## src/rtl/fetch_retry_pkg.sv

```systemverilog
`timescale 1ns/1ps
package fetch_retry_pkg;

  typedef enum logic [1:0] {
    THR_RUN      = 2'd0,
    THR_WRETRY   = 2'd1,
    THR_WRSP     = 2'd2,
    THR_SQUASH   = 2'd3
  } thr_state_e;

  typedef struct packed {
    logic sendFromFetch;
    logic sendFromSlot;
    logic loadSlot;
    logic clearSlot;
  } slot_strobe_t;

endpackage

```

## src/rtl/fetch_retry_datapath.sv

```systemverilog
`timescale 1ns/1ps
module fetch_retry_datapath
  import fetch_retry_pkg::*;
#(
  parameter int TID_W  = 2,
  parameter int ADDR_W = 32
) (
  input  logic              clk,
  input  logic              rstN,
  input  slot_strobe_t      strb,
  input  logic [TID_W-1:0]  fetchTid,
  input  logic [ADDR_W-1:0] fetchAddr,
  output logic              slotValid,
  output logic [TID_W-1:0]  slotTid,
  output logic              cacheReqValid,
  output logic [TID_W-1:0]  cacheReqTid,
  output logic [ADDR_W-1:0] cacheReqAddr
);

  logic [ADDR_W-1:0] slotAddr;

  always_ff @(posedge clk) begin
    if (!rstN) begin
      slotValid <= 1'b0;
      slotTid   <= '0;
      slotAddr  <= '0;
    end else if (strb.loadSlot) begin
      slotValid <= 1'b1;
      slotTid   <= fetchTid;
      slotAddr  <= fetchAddr;
    end else if (strb.clearSlot) begin
      slotValid <= 1'b0;
    end
  end

  always_comb begin
    cacheReqValid = strb.sendFromFetch | strb.sendFromSlot;
    if (strb.sendFromSlot) begin
      cacheReqTid  = slotTid;
      cacheReqAddr = slotAddr;
    end else begin
      cacheReqTid  = fetchTid;
      cacheReqAddr = fetchAddr;
    end
  end

endmodule

```

## src/rtl/fetch_retry_control.sv

```systemverilog
`timescale 1ns/1ps
module fetch_retry_control
  import fetch_retry_pkg::*;
#(
  parameter int NUM_THREADS = 4,
  parameter int TID_W       = 2
) (
  input  logic                     clk,
  input  logic                     rstN,
  input  logic                     fetchValid,
  input  logic [TID_W-1:0]         fetchTid,
  input  logic                     intPending,
  input  logic                     privMode,
  input  logic                     switchedOut,
  input  logic                     squashValid,
  input  logic [TID_W-1:0]         squashTid,
  input  logic                     rspValid,
  input  logic [TID_W-1:0]         rspTid,
  input  logic                     cacheReqAccept,
  input  logic                     cacheRetry,
  input  logic                     slotValid,
  input  logic [TID_W-1:0]         slotTid,
  output slot_strobe_t             strb,
  output logic                     blocked,
  output logic [2*NUM_THREADS-1:0] threadStatus,
  output logic                     retryError
);

  thr_state_e state [NUM_THREADS];

  logic gateOpen, fetchOk, ownerSquash, retryHeld, retryLive, clrBlocked;

  always_comb begin
    gateOpen    = !blocked && !switchedOut && !(intPending && !privMode);
    fetchOk     = fetchValid && gateOpen && (state[fetchTid] == THR_RUN)
                  && !(squashValid && squashTid == fetchTid);
    ownerSquash = squashValid && slotValid && (slotTid == squashTid);
    retryLive   = cacheRetry && blocked;
    retryHeld   = retryLive && slotValid && !ownerSquash;
    clrBlocked  = retryLive && (!retryHeld || cacheReqAccept);

    strb.sendFromFetch = fetchOk;
    strb.sendFromSlot  = retryHeld;
    strb.loadSlot      = fetchOk && !cacheReqAccept;
    strb.clearSlot     = (retryHeld && cacheReqAccept) || ownerSquash;
  end

  always_ff @(posedge clk) begin
    if (!rstN) begin
      blocked    <= 1'b0;
      retryError <= 1'b0;
    end else begin
      retryError <= cacheRetry && !blocked;
      if (strb.loadSlot)
        blocked <= 1'b1;
      else if (clrBlocked)
        blocked <= 1'b0;
    end
  end

  for (genvar t = 0; t < NUM_THREADS; t++) begin : g_thr
    localparam logic [TID_W-1:0] MY_TID = TID_W'(t);

    always_ff @(posedge clk) begin
      if (!rstN) begin
        state[t] <= THR_RUN;
      end else if (squashValid && squashTid == MY_TID) begin
        state[t] <= THR_SQUASH;
      end else if (fetchOk && fetchTid == MY_TID) begin
        state[t] <= cacheReqAccept ? THR_WRSP : THR_WRETRY;
      end else if (retryHeld && cacheReqAccept && slotTid == MY_TID) begin
        state[t] <= THR_WRSP;
      end else if (rspValid && rspTid == MY_TID && state[t] == THR_WRSP) begin
        state[t] <= THR_RUN;
      end else if (state[t] == THR_SQUASH) begin
        state[t] <= THR_RUN;
      end
    end

    assign threadStatus[2*t +: 2] = state[t];
  end

endmodule

```

## src/rtl/fetch_retry_ctrl.sv

```systemverilog
`timescale 1ns/1ps
module fetch_retry_ctrl
  import fetch_retry_pkg::*;
#(
  parameter int NUM_THREADS = 4,
  parameter int ADDR_W      = 32,
  localparam int TID_W      = (NUM_THREADS > 1) ? $clog2(NUM_THREADS) : 1
) (
  input  logic                     clk,
  input  logic                     rstN,
  input  logic                     fetchValid,
  input  logic [TID_W-1:0]         fetchTid,
  input  logic [ADDR_W-1:0]        fetchAddr,
  input  logic                     intPending,
  input  logic                     privMode,
  input  logic                     switchedOut,
  input  logic                     squashValid,
  input  logic [TID_W-1:0]         squashTid,
  input  logic                     rspValid,
  input  logic [TID_W-1:0]         rspTid,
  output logic                     cacheReqValid,
  output logic [TID_W-1:0]         cacheReqTid,
  output logic [ADDR_W-1:0]        cacheReqAddr,
  input  logic                     cacheReqAccept,
  input  logic                     cacheRetry,
  output logic                     cacheBlocked,
  output logic [2*NUM_THREADS-1:0] threadStatus,
  output logic                     retryError
);

  slot_strobe_t     strb;
  logic             slotValid;
  logic [TID_W-1:0] slotTid;

  fetch_retry_control #(.NUM_THREADS(NUM_THREADS), .TID_W(TID_W)) u_ctrl (
    .clk(clk), .rstN(rstN),
    .fetchValid(fetchValid), .fetchTid(fetchTid),
    .intPending(intPending), .privMode(privMode), .switchedOut(switchedOut),
    .squashValid(squashValid), .squashTid(squashTid),
    .rspValid(rspValid), .rspTid(rspTid),
    .cacheReqAccept(cacheReqAccept), .cacheRetry(cacheRetry),
    .slotValid(slotValid), .slotTid(slotTid),
    .strb(strb), .blocked(cacheBlocked),
    .threadStatus(threadStatus), .retryError(retryError)
  );

  fetch_retry_datapath #(.TID_W(TID_W), .ADDR_W(ADDR_W)) u_dp (
    .clk(clk), .rstN(rstN), .strb(strb),
    .fetchTid(fetchTid), .fetchAddr(fetchAddr),
    .slotValid(slotValid), .slotTid(slotTid),
    .cacheReqValid(cacheReqValid), .cacheReqTid(cacheReqTid),
    .cacheReqAddr(cacheReqAddr)
  );

endmodule

```

## config.mk

```make
export PLATFORM = sky130hd
export DESIGN_NAME = fetch_retry_ctrl
export DESIGN_NICKNAME = d
export VERILOG_FILES = /design/src/rtl/fetch_retry_pkg.sv /design/src/rtl/fetch_retry_datapath.sv /design/src/rtl/fetch_retry_control.sv /design/src/rtl/fetch_retry_ctrl.sv
export SDC_FILE = /design/constraint.sdc
export NUM_CORES = 1
export LEC_CHECK = 0
export ABC_CLOCK_PERIOD_IN_PS = 5300
export BUFFER_PORTS_ARGS = -buffer_cell sky130_fd_sc_hd__buf_4
export CAP_MARGIN = 20
export CORE_UTILIZATION = 35
export DETAILED_ROUTE_END_ITERATION = 16
export SKIP_LAST_GASP = 1
export SLEW_MARGIN = 20
export SYNTH_ARGS = -nofsm -noshare
export SYNTH_HDL_FRONTEND = slang
export SYNTH_SLANG_ARGS = --single-unit
```

## constraint.sdc

```tcl
create_clock -name clk -period 5.3 [get_ports clk]
set_clock_uncertainty 0.15 [all_clocks]
set_input_delay 0.53 -clock clk [delete_from_list [all_inputs] [get_ports clk]]
set_output_delay 0.53 -clock clk [all_outputs]
set_load 0.01 [all_outputs]
```

==> impl_metrics.env <==
export IMPL_grtUsageTotal_pct=15.6
export IMPL_drtIter0Drc=105
export IMPL_clockBufferDepth=2
export IMPL_slew_headroom_pct=43.8
export IMPL_die_w_um=88.3
export IMPL_netlist_area_um2=2610
export IMPL_clk_latency_ns=0.29
export IMPL_drcViolationCount=0
export IMPL_place_gp_congestion=0.829
export IMPL_synth_top_area_share_pct=28.4
export IMPL_vias=2187
export IMPL_cts_resized=0
export IMPL_wire_per_inst_um=13.1
export IMPL_dieArea_um2=7800
export IMPL_cts_setup_buffers=0
export IMPL_start_kind="register"
export IMPL_io_pins=93
export IMPL_grt_max_degree=78
export IMPL_critPathLaunch="u_dp.slotTid[1]$_SDFFE_PN0P_"
export IMPL_drtPass1Iterations=4
export IMPL_drive_above_1_share_pct=30.7
export IMPL_max_freq_ghz=0.311
export IMPL_initial_core_util_pct=36.2
export IMPL_cts_htree_levels=2
export IMPL_synth_top_cell_by_area="dfxtp_1"
export IMPL_p_int_uw=549
export IMPL_grt_setup_unrepaired="false"
export IMPL_numCtsBuffers=5
export IMPL_postSynthCellCount=279
export IMPL_arrival_ns=2.54
export IMPL_synthTopCellsByCount="nand2_1 (79), dfxtp_1 (37), mux2_1 (34), mux2i_1 (34)"
export IMPL_routed_wl_mm=5.97
export IMPL_path_buf_inv=1
export IMPL_critical_path_class="reg2out"
export IMPL_grt_pass1_wl_mm=9.53
export IMPL_slew_violations=0
export IMPL_viasPerCell=4.79
export IMPL_overflow=0
export IMPL_synth_flop_cell="dfxtp_1"
export IMPL_p_per_area_nw_per_um2=217
export IMPL_io_buffers=92
export IMPL_r2r_start="u_ctrl.state[3][0]$_SDFFCE_PP0P_"
export IMPL_synth_area_leaders="dfxtp_1 (28%), mux2_1 (15%), mux2i_1 (13%)"
export IMPL_cp_required_ns=4.62
export IMPL_antenna_found_initial=0
export IMPL_yosysSeqAreaShare_pct=37.6
export IMPL_synth_edf_count=8
export IMPL_p_sw_share_pct=25.4
export IMPL_syn_num_nets=327
export IMPL_rows=31
export IMPL_die_y_um=88.3
export IMPL_synth_cell_types=40
export IMPL_cts_sinks=45
export IMPL_cp_slowest_cell="and3_2"
export IMPL_cts_tree="built"
export IMPL_crit_path_max_incr_delay_ns=0.79
export IMPL_total_power_uw=735
export IMPL_p_clk_share_pct=31.5
export IMPL_cpLargestDelayFamily="simple AND/OR/NAND/NOR gates"
export IMPL_avgSynthCellArea_um2=9.35
export IMPL_hp_class="reg2reg"
export IMPL_yosys_warnings=0
export IMPL_synth_most_common_cell="nand2_1"
export IMPL_ant_nets=0
export IMPL_run_status="finished clean"
export IMPL_worst_setup_path_end_kind="output port"
export IMPL_syn_to_final_growth_pct=29.6
export IMPL_period_share_pct=60.7
export IMPL_p_switching_uw=187
export IMPL_synthArstFlopShare_pct=0
export IMPL_crit_chain="xnor2_1 -> a31oi_2 -> and3_2 -> mux2_1 -> buf_4"
export IMPL_clkTransAtPathRegs_ns=0.08
export IMPL_finalSetupTns_ns=0
export IMPL_comb_power_share_pct=18.7
export IMPL_worstHoldStart="u_dp.slotAddr[7]$_SDFFE_PN0P_"
export IMPL_pwr_share_seq_pct=49.8
export IMPL_clockRootBuffer="clkbuf_8"
export IMPL_p_leak_uw=0.00135
export IMPL_diodes=0
export IMPL_fin_crit_ns=3.22
export IMPL_grt_pass1_vias=2077
export IMPL_hpwlAfterDp_mm=4.17
export IMPL_setup_viol=0
export IMPL_worstMarginPinSlew_ns=0.843
export IMPL_timing_hold_ws_ns=0.311
export IMPL_worstPathMaxFanout=35
export IMPL_nets=406
export IMPL_hold_viol=0
export IMPL_maxCapViolCount=0
export IMPL_synth_seq_cells=45
export IMPL_core_area_um2=7210
export IMPL_hold_buffers=0
export IMPL_peakVddDrop_v=0.000119
worst paths after layout:
kind / to / slack [ns] / cells past startpoint
setup / recovery: cacheReqTid[1] / 2.08 / 5
hold / removal: u_dp.slotAddr[7]$_SDFFE_PN0P_ / 0.31 / 2
setup reg to reg: u_dp.slotAddr[31]$_SDFFE_PN0P_ / 2.65 / 5
hold reg to reg: u_dp.slotAddr[7]$_SDFFE_PN0P_ / 0.31 / 2
power by group through the flow:
stage / Combinational [uW] / Sequential, uW / Clock (uW)
2_1_floorplan: 68.0 / 375 / 0
3_3_place_gp: 137 / 374 / 0
3_5_place_dp: 139 / 374 / 0
4_1_cts: 139 / 366 / 243
5_1_grt: 151 / 368 / 254
6_report: 138 / 366 / 232
cell families after synthesis:
family,share of synthesized area [%]
multiplexers,27.7
AND/OR/NAND/NOR,20.6
XOR/XNOR,1.34
AO/OA/AOI/OAI,5.90
flip-flops,37.6
buffers and inverters,6.81
sequential cells by signal, summed over array words and instances, names as in the netlist:
signal,count
u_ctrl.blocked,1
u_ctrl.state,8
u_ctrl.retryError,1
u_dp.slotAddr,32
u_dp.slotValid,1
u_dp.slotTid,2
final cells by class:
class | count | area [um2]
Tap cell | 99 | 124
Inverter | 4 | 15.0
Clock inverter | 1 | 5.00
Clock buffer | 6 | 93.8
Multi-Input combinational cell | 208 | 1460
Timing Repair Buffer | 94 | 706
Sequential cell | 45 | 981
Fill cell | 721 | 3830
tightest hold or removal path, cell delays in order, from the launching register on:
cell     delay (ns)
dfxtp_1        0.32
nand2_1        0.05
mux2i_1        0.05
layout by cell type, fill, tap and decap left out, types with 2 or more instances in the layout:
cell / synthesis / layout
buf_4: 5 / 94
inv_1: 3 / 3
dfxtp_1: 37 / 37
nor4b_2: 2 / 2
edfxtp_1: 8 / 8
mux2_1: 34 / 34
nor2_1: 6 / 6
a31oi_1: 2 / 2
nand2_1: 79 / 79
nand3_1: 5 / 5
nand4_1: 4 / 4
o21ai_0: 4 / 4
nor3b_1: 3 / 3
and3b_1: 2 / 2
a21oi_1: 9 / 9
and3_1: 4 / 3
clkbuf_8: 0 / 5
mux2i_1: 34 / 34
xnor2_1: 4 / 4
through the flow:
stage	cells	cell area (um2)	utilization, %	setup slack (ns)
3_3_place_gp	450	3280	45.5	2.16
6_report	457	3380	46.9	2.08
4_1_cts	457	3380	46.9	2.04
5_1_grt	457	3380	46.9	1.91
2_1_floorplan	279	2610	-	2.88
3_5_place_dp	450	3280	45.5	2.15
per-layer routing:
layer	global-route usage, %	vias to the layer above	wire length [um]
met3	4.20	5	339
met1	20.1	999	2850
met4	3.96	0	56
met5	0	-	0
met2	25.9	63	2720
li1	-	1120	-
Note: power is estimated with default switching activity, not from simulation.
